$ cat src/rtl/nrs_pkg.sv
package nrs_pkg;

  localparam int BYTE_W = 8;
  localparam int HALF_W = BYTE_W / 2;

  typedef enum logic [2:0] {
    ST_IDLE,
    ST_WAIT_A,
    ST_SET_A,
    ST_STB_A,
    ST_WAIT_B,
    ST_SET_B,
    ST_STB_B,
    ST_STAT
  } nrs_state_e;

  // choose low (hi_sel=0) or high half of a byte
  function automatic logic [HALF_W-1:0] half_of(input logic [BYTE_W-1:0] b,
                                                input logic hi_sel);
    return hi_sel ? b[BYTE_W-1:HALF_W] : b[HALF_W-1:0];
  endfunction

  // half bit k drives line index k (S3,S4,S5,S7)
  function automatic logic [HALF_W-1:0] to_lines(input logic [HALF_W-1:0] h);
    logic [HALF_W-1:0] r;
    for (int k = 0; k < HALF_W; k++) r[k] = h[k];
    return r;
  endfunction

  // status word: line3 = busy, line0 = nothing pending
  function automatic logic [HALF_W-1:0] status_word(input logic busy,
                                                    input logic more);
    logic [HALF_W-1:0] r;
    r = '0;
    r[HALF_W-1] = busy;
    r[0] = ~more;
    return r;
  endfunction

endpackage

$ cat src/rtl/nrs_hb_filter.sv
module nrs_hb_filter #(
  parameter int SYNC_N = 2,
  parameter int STABLE = 2
) (
  input  logic clk,
  input  logic rst_n,
  input  logic hb_async,
  output logic hb_filt
);

  localparam int CW = (STABLE < 2) ? 1 : $clog2(STABLE + 1);

  logic [SYNC_N-1:0] chain;
  logic              sync_lvl;
  logic [CW-1:0]     cnt;

  generate
    for (genvar i = 0; i < SYNC_N; i++) begin : g_sync
      if (i == 0) begin : g_first
        always_ff @(posedge clk or negedge rst_n)
          if (!rst_n) chain[0] <= 1'b1;
          else        chain[0] <= hb_async;
      end else begin : g_rest
        always_ff @(posedge clk or negedge rst_n)
          if (!rst_n) chain[i] <= 1'b1;
          else        chain[i] <= chain[i-1];
      end
    end
  endgenerate

  assign sync_lvl = chain[SYNC_N-1];

  always_ff @(posedge clk or negedge rst_n) begin
    if (!rst_n) begin
      hb_filt <= 1'b1;
      cnt     <= '0;
    end else if (sync_lvl == hb_filt) begin
      cnt <= '0;
    end else if (cnt == CW'(STABLE - 1)) begin
      hb_filt <= sync_lvl;
      cnt     <= '0;
    end else begin
      cnt <= cnt + 1'b1;
    end
  end

  // the filtered level only moves toward a level the chain already held
  assert_filter_follows_R9: assert property (@(posedge clk) disable iff (!rst_n)
    (hb_filt != $past(hb_filt)) |-> ($past(sync_lvl) != $past(hb_filt)));

endmodule

$ cat src/rtl/nrs_seq_fsm.sv
module nrs_seq_fsm
  import nrs_pkg::*;
(
  input  logic              clk,
  input  logic              rst_n,
  input  logic              src_valid,
  input  logic [BYTE_W-1:0] src_data,
  input  logic              periph_busy,
  input  logic              hb_filt,
  output nrs_state_e        state,
  output logic [BYTE_W-1:0] byte_q,
  output logic [HALF_W-1:0] stat_q,
  output logic              accept
);

  assign accept = (state == ST_IDLE) && src_valid;

  always_ff @(posedge clk or negedge rst_n) begin
    if (!rst_n) begin
      state  <= ST_IDLE;
      byte_q <= '0;
      stat_q <= status_word(1'b0, 1'b0);
    end else begin
      unique case (state)
        ST_IDLE:   if (src_valid) begin
                     byte_q <= src_data;
                     state  <= ST_WAIT_A;
                   end
        ST_WAIT_A: if (!hb_filt) state <= ST_SET_A;
        ST_SET_A:  state <= ST_STB_A;
        ST_STB_A:  if (hb_filt) state <= ST_WAIT_B;
        ST_WAIT_B: if (!hb_filt) state <= ST_SET_B;
        ST_SET_B:  state <= ST_STB_B;
        ST_STB_B:  if (hb_filt) begin
                     stat_q <= status_word(periph_busy, src_valid);
                     state  <= ST_STAT;
                   end
        ST_STAT:   state <= ST_IDLE;
        default:   state <= ST_IDLE;
      endcase
    end
  end

  // no progress out of the first wait while the host stays busy
  assert_hold_until_host_R3: assert property (@(posedge clk) disable iff (!rst_n)
    (state == ST_WAIT_A && hb_filt) |=> (state == ST_WAIT_A));

  // the second half is never set up while the host is still busy
  assert_second_after_low_R7: assert property (@(posedge clk) disable iff (!rst_n)
    (state == ST_SET_B) |-> $past(!hb_filt));

endmodule

$ cat src/rtl/nrs_line_drive.sv
module nrs_line_drive
  import nrs_pkg::*;
(
  input  nrs_state_e        state,
  input  logic [BYTE_W-1:0] byte_q,
  input  logic [HALF_W-1:0] stat_q,
  output logic [HALF_W-1:0] lines,
  output logic              strobe_n
);

  always_comb begin
    unique case (state)
      ST_SET_A, ST_STB_A, ST_WAIT_B: lines = to_lines(half_of(byte_q, 1'b0));
      ST_SET_B, ST_STB_B:            lines = to_lines(half_of(byte_q, 1'b1));
      default:                       lines = stat_q;
    endcase
  end

  assign strobe_n = !(state == ST_STB_A || state == ST_STB_B || state == ST_STAT);

endmodule

$ cat src/rtl/nib_rev_sender.sv
module nib_rev_sender
  import nrs_pkg::*;
#(
  parameter int SYNC_N = 2,
  parameter int STABLE = 2
) (
  input  logic        clk,
  input  logic        rst_n,
  input  logic        src_valid,
  input  logic [7:0]  src_data,
  output logic        src_ready,
  input  logic        periph_busy,
  input  logic        host_busy,
  output logic [3:0]  sline,
  output logic        ptr_clk_n
);

  logic              hb_filt;
  nrs_state_e        state;
  logic [BYTE_W-1:0] byte_q;
  logic [HALF_W-1:0] stat_q;
  logic              accept;

  nrs_hb_filter #(.SYNC_N(SYNC_N), .STABLE(STABLE)) u_filt (
    .clk      (clk),
    .rst_n    (rst_n),
    .hb_async (host_busy),
    .hb_filt  (hb_filt)
  );

  nrs_seq_fsm u_fsm (
    .clk         (clk),
    .rst_n       (rst_n),
    .src_valid   (src_valid),
    .src_data    (src_data),
    .periph_busy (periph_busy),
    .hb_filt     (hb_filt),
    .state       (state),
    .byte_q      (byte_q),
    .stat_q      (stat_q),
    .accept      (accept)
  );

  nrs_line_drive u_drv (
    .state    (state),
    .byte_q   (byte_q),
    .stat_q   (stat_q),
    .lines    (sline),
    .strobe_n (ptr_clk_n)
  );

  assign src_ready = (state == ST_IDLE);

  assert_ready_drops_R2: assert property (@(posedge clk) disable iff (!rst_n)
    accept |=> !src_ready);

  assert_ready_strobe_high_R2: assert property (@(posedge clk) disable iff (!rst_n)
    src_ready |-> ptr_clk_n);

  assert_setup_before_strobe_R5: assert property (@(posedge clk) disable iff (!rst_n)
    $fell(ptr_clk_n) |-> $stable(sline));

  assert_release_on_ack_R6: assert property (@(posedge clk) disable iff (!rst_n)
    $rose(ptr_clk_n) |-> $past(hb_filt));

  assert_status_closes_R8: assert property (@(posedge clk) disable iff (!rst_n)
    (state == ST_STAT) |=> (src_ready && ptr_clk_n));

endmodule

$ cat config.mk
export PLATFORM = sky130hd
export DESIGN_NAME = nib_rev_sender
export DESIGN_NICKNAME = d
export VERILOG_FILES = /design/src/rtl/nrs_pkg.sv /design/src/rtl/nrs_hb_filter.sv /design/src/rtl/nrs_seq_fsm.sv /design/src/rtl/nrs_line_drive.sv /design/src/rtl/nib_rev_sender.sv
export SDC_FILE = /design/constraint.sdc
export NUM_CORES = 1
export LEC_CHECK = 0
export ABC_AREA = 1
export BUFFER_PORTS_ARGS = -buffer_cell sky130_fd_sc_hd__clkbuf_2
export CAP_MARGIN = 30
export CORE_MARGIN = 4
export CORE_UTILIZATION = 42
export DETAILED_ROUTE_END_ITERATION = 10
export PLACE_DENSITY = 0.71
export SLEW_MARGIN = 20
export SYNTH_ARGS = -nofsm -noshare
export SYNTH_HDL_FRONTEND = slang
export SYNTH_SLANG_ARGS = --single-unit
$ cat constraint.sdc
create_clock -name clk -period 2.6 [get_ports clk]
set_input_delay 0.13 -clock clk [delete_from_list [all_inputs] [get_ports clk]]
set_output_delay 0.13 -clock clk [all_outputs]
set_load 0.05 [all_outputs]
==> results.sh <==
export IMPL_cp_common_cell="nand2_1"
export IMPL_slowest_delay_ns=0.62
export IMPL_cts_tree="yes"
export IMPL_timing_fmax_ghz=0.555
export IMPL_hold_class="input port to flip-flop"
export IMPL_post_route_util=0.540
export IMPL_reg2regPathDepth=6
export IMPL_grt_overflow=0
export IMPL_synthFlopType="dfrtp_1"
export IMPL_cts_setup_buffers=0
export IMPL_layout_worst_path_cycle_share=0.693
export IMPL_peakVddDrop_mv=0.626
export IMPL_drtIter0Drc=31
export IMPL_rsz0062_at_grt="false"
export IMPL_drc=0
export IMPL_setup_viol=0
export IMPL_post_cts_resize_count=0
export IMPL_worstPathCellList="nand2_1 -> nand2_1 -> nand3_1 -> nand3_2 -> clkbuf_2"
export IMPL_insertion_delay_ns=0.29
export IMPL_critPathRequiredTime_ns=2.47
export IMPL_relSlewSlack=0.704
export IMPL_crit_fanout=8
export IMPL_synthesis_nets=125
export IMPL_grt_pass1_vias=750
export IMPL_regArea_um2=455
export IMPL_worstMarginPinSlew_ns=0.444
export IMPL_grtUsageTotal=0.150
export IMPL_layout_drive_gt1_share=0.306
export IMPL_power_density_nw_per_um2=1430
export IMPL_synth_warnings=0
export IMPL_r2r_slack_ns=1.34
export IMPL_antenna_cells=0
export IMPL_synth_cells=112
export IMPL_hold_violations=0
export IMPL_critPathCaptureType="primary output"
export IMPL_firstDrtPassIters=4
export IMPL_initial_utilization=0.459
export IMPL_async_flop_share=1.00
export IMPL_crit_type="flip-flop to primary output"
export IMPL_core_area_um2=2020
export IMPL_gp_congestion=0.786
export IMPL_fillCellCount=193
export IMPL_crit_family="flip-flops"
export IMPL_cts_path_max_buffers=2
export IMPL_grt_max_degree=19
export IMPL_skew_ns=0.00395
export IMPL_cts_buffers=3
export IMPL_path_clk_slew_ns=0.10
export IMPL_wire_per_inst_um=11.1
export IMPL_syn_to_final_growth_pct=17.7
export IMPL_ios=19
export IMPL_multiInputGateArea_um2=419
export IMPL_worstSetupStartpointType="flip-flop"
export IMPL_ant_nets=0
export IMPL_status="finished clean"
export IMPL_io_buffers=18
export IMPL_ys_seq_area_frac=0.491
export IMPL_vias=778
export IMPL_row_count=16
export IMPL_cellLeakagePower_uw=0.000609
export IMPL_worstPathArrival_ns=1.67
export IMPL_min_to="u_fsm.byte_q[3]"
export IMPL_period_needed_ns=1.80
export IMPL_grt_pass1_wl_um=3200
export IMPL_avgSynthCellArea_um2=8.29
export IMPL_yosysUniqueCellTypes=22
export IMPL_hpwl_um=1410
export IMPL_worst_path_max_delay_cell="dfrtp_1"
export IMPL_drt_wl_total_um=1790
export IMPL_hp_start="src_data[3]"
export IMPL_cts_sinks=18
export IMPL_critPathBufInv=1
export IMPL_regToRegStartpoint="u_fsm.state[1]"
export IMPL_drv_cap=0
export IMPL_synth_edff_count=0
export IMPL_die_area_um2=3030
export IMPL_finalMaxSlewViolations=0
export IMPL_finalSetupTns_ns=0
export IMPL_synth_seq_cells=18
export IMPL_via_per_inst=4.83
export IMPL_nNetsFinal=148
export IMPL_h_tree_depth=1
export IMPL_antenna_found_initial=0
export IMPL_hold_path_cell_count=3
export IMPL_clockRootBuffer="clkbuf_4"
export IMPL_die_w_um=55.0
export IMPL_die_height_um=55.0
export IMPL_syn_area_um2=928
export IMPL_reg2reg_to="u_fsm.byte_q[6]"
==> stage by stage <==
stage	area (µm²)	setup slack (ns)	hold slack (ns)	cells	power, µW
2_1_floorplan	928	0.863	-0.166	112	1230
3_3_place_gp	1040	1.17	0.0900	155	1380
3_5_place_dp	1040	1.11	0.0957	155	1400
4_1_cts	1090	0.780	0.0418	161	1580
5_1_grt	1090	0.633	0.0375	161	1700
6_report	1090	0.797	0.0548	161	1560
==> Yosys cell counts, types with 2 or more instances <==
library cell / instances / share of area
dfrtp_1: 14 / 0.38
dfstp_2: 4 / 0.11
inv_1: 5 / 0.020
inv_2: 2 / 0.0081
nand2_1: 43 / 0.17
nand2_2: 3 / 0.020
nand2_4: 3 / 0.036
nand3_1: 18 / 0.097
nand3_2: 3 / 0.032
nor2_1: 3 / 0.012
o21ai_0: 3 / 0.016
==> registers in the layout, summed over array words and instances (netlist names) <==
name and cells:
u_filt.sync_lvl 1, u_fsm.state 3, u_filt.cnt 2, u_fsm.byte_q 8, u_filt.chain 1, u_fsm.stat_q 2, u_filt.hb_filt 1
==> logic make-up after synthesis <==
group	count (synthesis)	share of synthesized area
AO/OA/AOI/OAI	4	0.0216
flip-flops	18	0.491
buffers and inverters	11	0.0579
XOR/XNOR	1	0.00944
AND/OR/NAND/NOR	78	0.420
==> worst reg2reg max path: cells and delay by family (launching register included) <==
family	cells	cell delay (ns)
flops	1	0.48
buf+inv	1	0.17
simple gates	5	0.52
==> worst max-delay path by stage <==
stage | endpoint | slack, ns | cells after the start | startpoint
CTS | sline[3] | 0.78 | 5 | u_fsm.state[2]
floorplan | ptr_clk_n | 0.86 | 2 | u_fsm.state[2]
detailed placement | sline[3] | 1.11 | 5 | u_fsm.state[2]
finish | sline[3] | 0.80 | 5 | u_fsm.state[2]
global placement | sline[3] | 1.17 | 5 | u_fsm.state[2]
global route | sline[0] | 0.63 | 5 | u_fsm.state[2]
==> layout by cell type, fill, tap and decap left out, drive strengths merged <==
| cell | instances |
|---|---|
| nand4 | 1 |
| nand3b | 1 |
| dlygate4sd3 | 2 |
| nand3 | 21 |
| dfrtp | 14 |
| nand2 | 49 |
| nor3 | 1 |
| dfstp | 4 |
| clkinv | 1 |
| inv | 8 |
| o21ai | 4 |
| nor2 | 5 |
| xnor2 | 1 |
| clkbuf | 22 |
==> repair_timing <==
action                                 in CTS  in global routing
setup endpoints to repair                   0                  0
hold buffers                                2                  0
endpoints found under the hold margin      15                  0
==> metal layers <==
| metal | vias to the layer above | GRT usage | share of wire |
|---|---|---|---|
| met5 | - | 0 | 0 |
| met1 | 352 | 0.177 | 0.45 |
| met4 | 0 | 0.0486 | 0.0056 |
| li1 | 405 | - | - |
| met3 | 2 | 0.0483 | 0.040 |
| met2 | 19 | 0.256 | 0.50 |
==> power breakdown <==
part / total (µW) / switching [µW] / internal (µW) / leakage, µW
combinational: 863 / 614 / 249 / 0.000370
clock: 167 / 82.2 / 85.3 / 0.0000210
sequential: 529 / 122 / 407 / 0.000218
total: 1560 / 818 / 742 / 0.000609
==> cell type report <==
type,instances,share of cell area
Sequential cell,18,0.417
Multi-Input combinational cell,83,0.384
Timing Repair Buffer,20,0.101
Inverter,9,0.0344
Clock buffer,4,0.0332
Tap cell,27,0.0309
(Power assumes the default switching activity.)
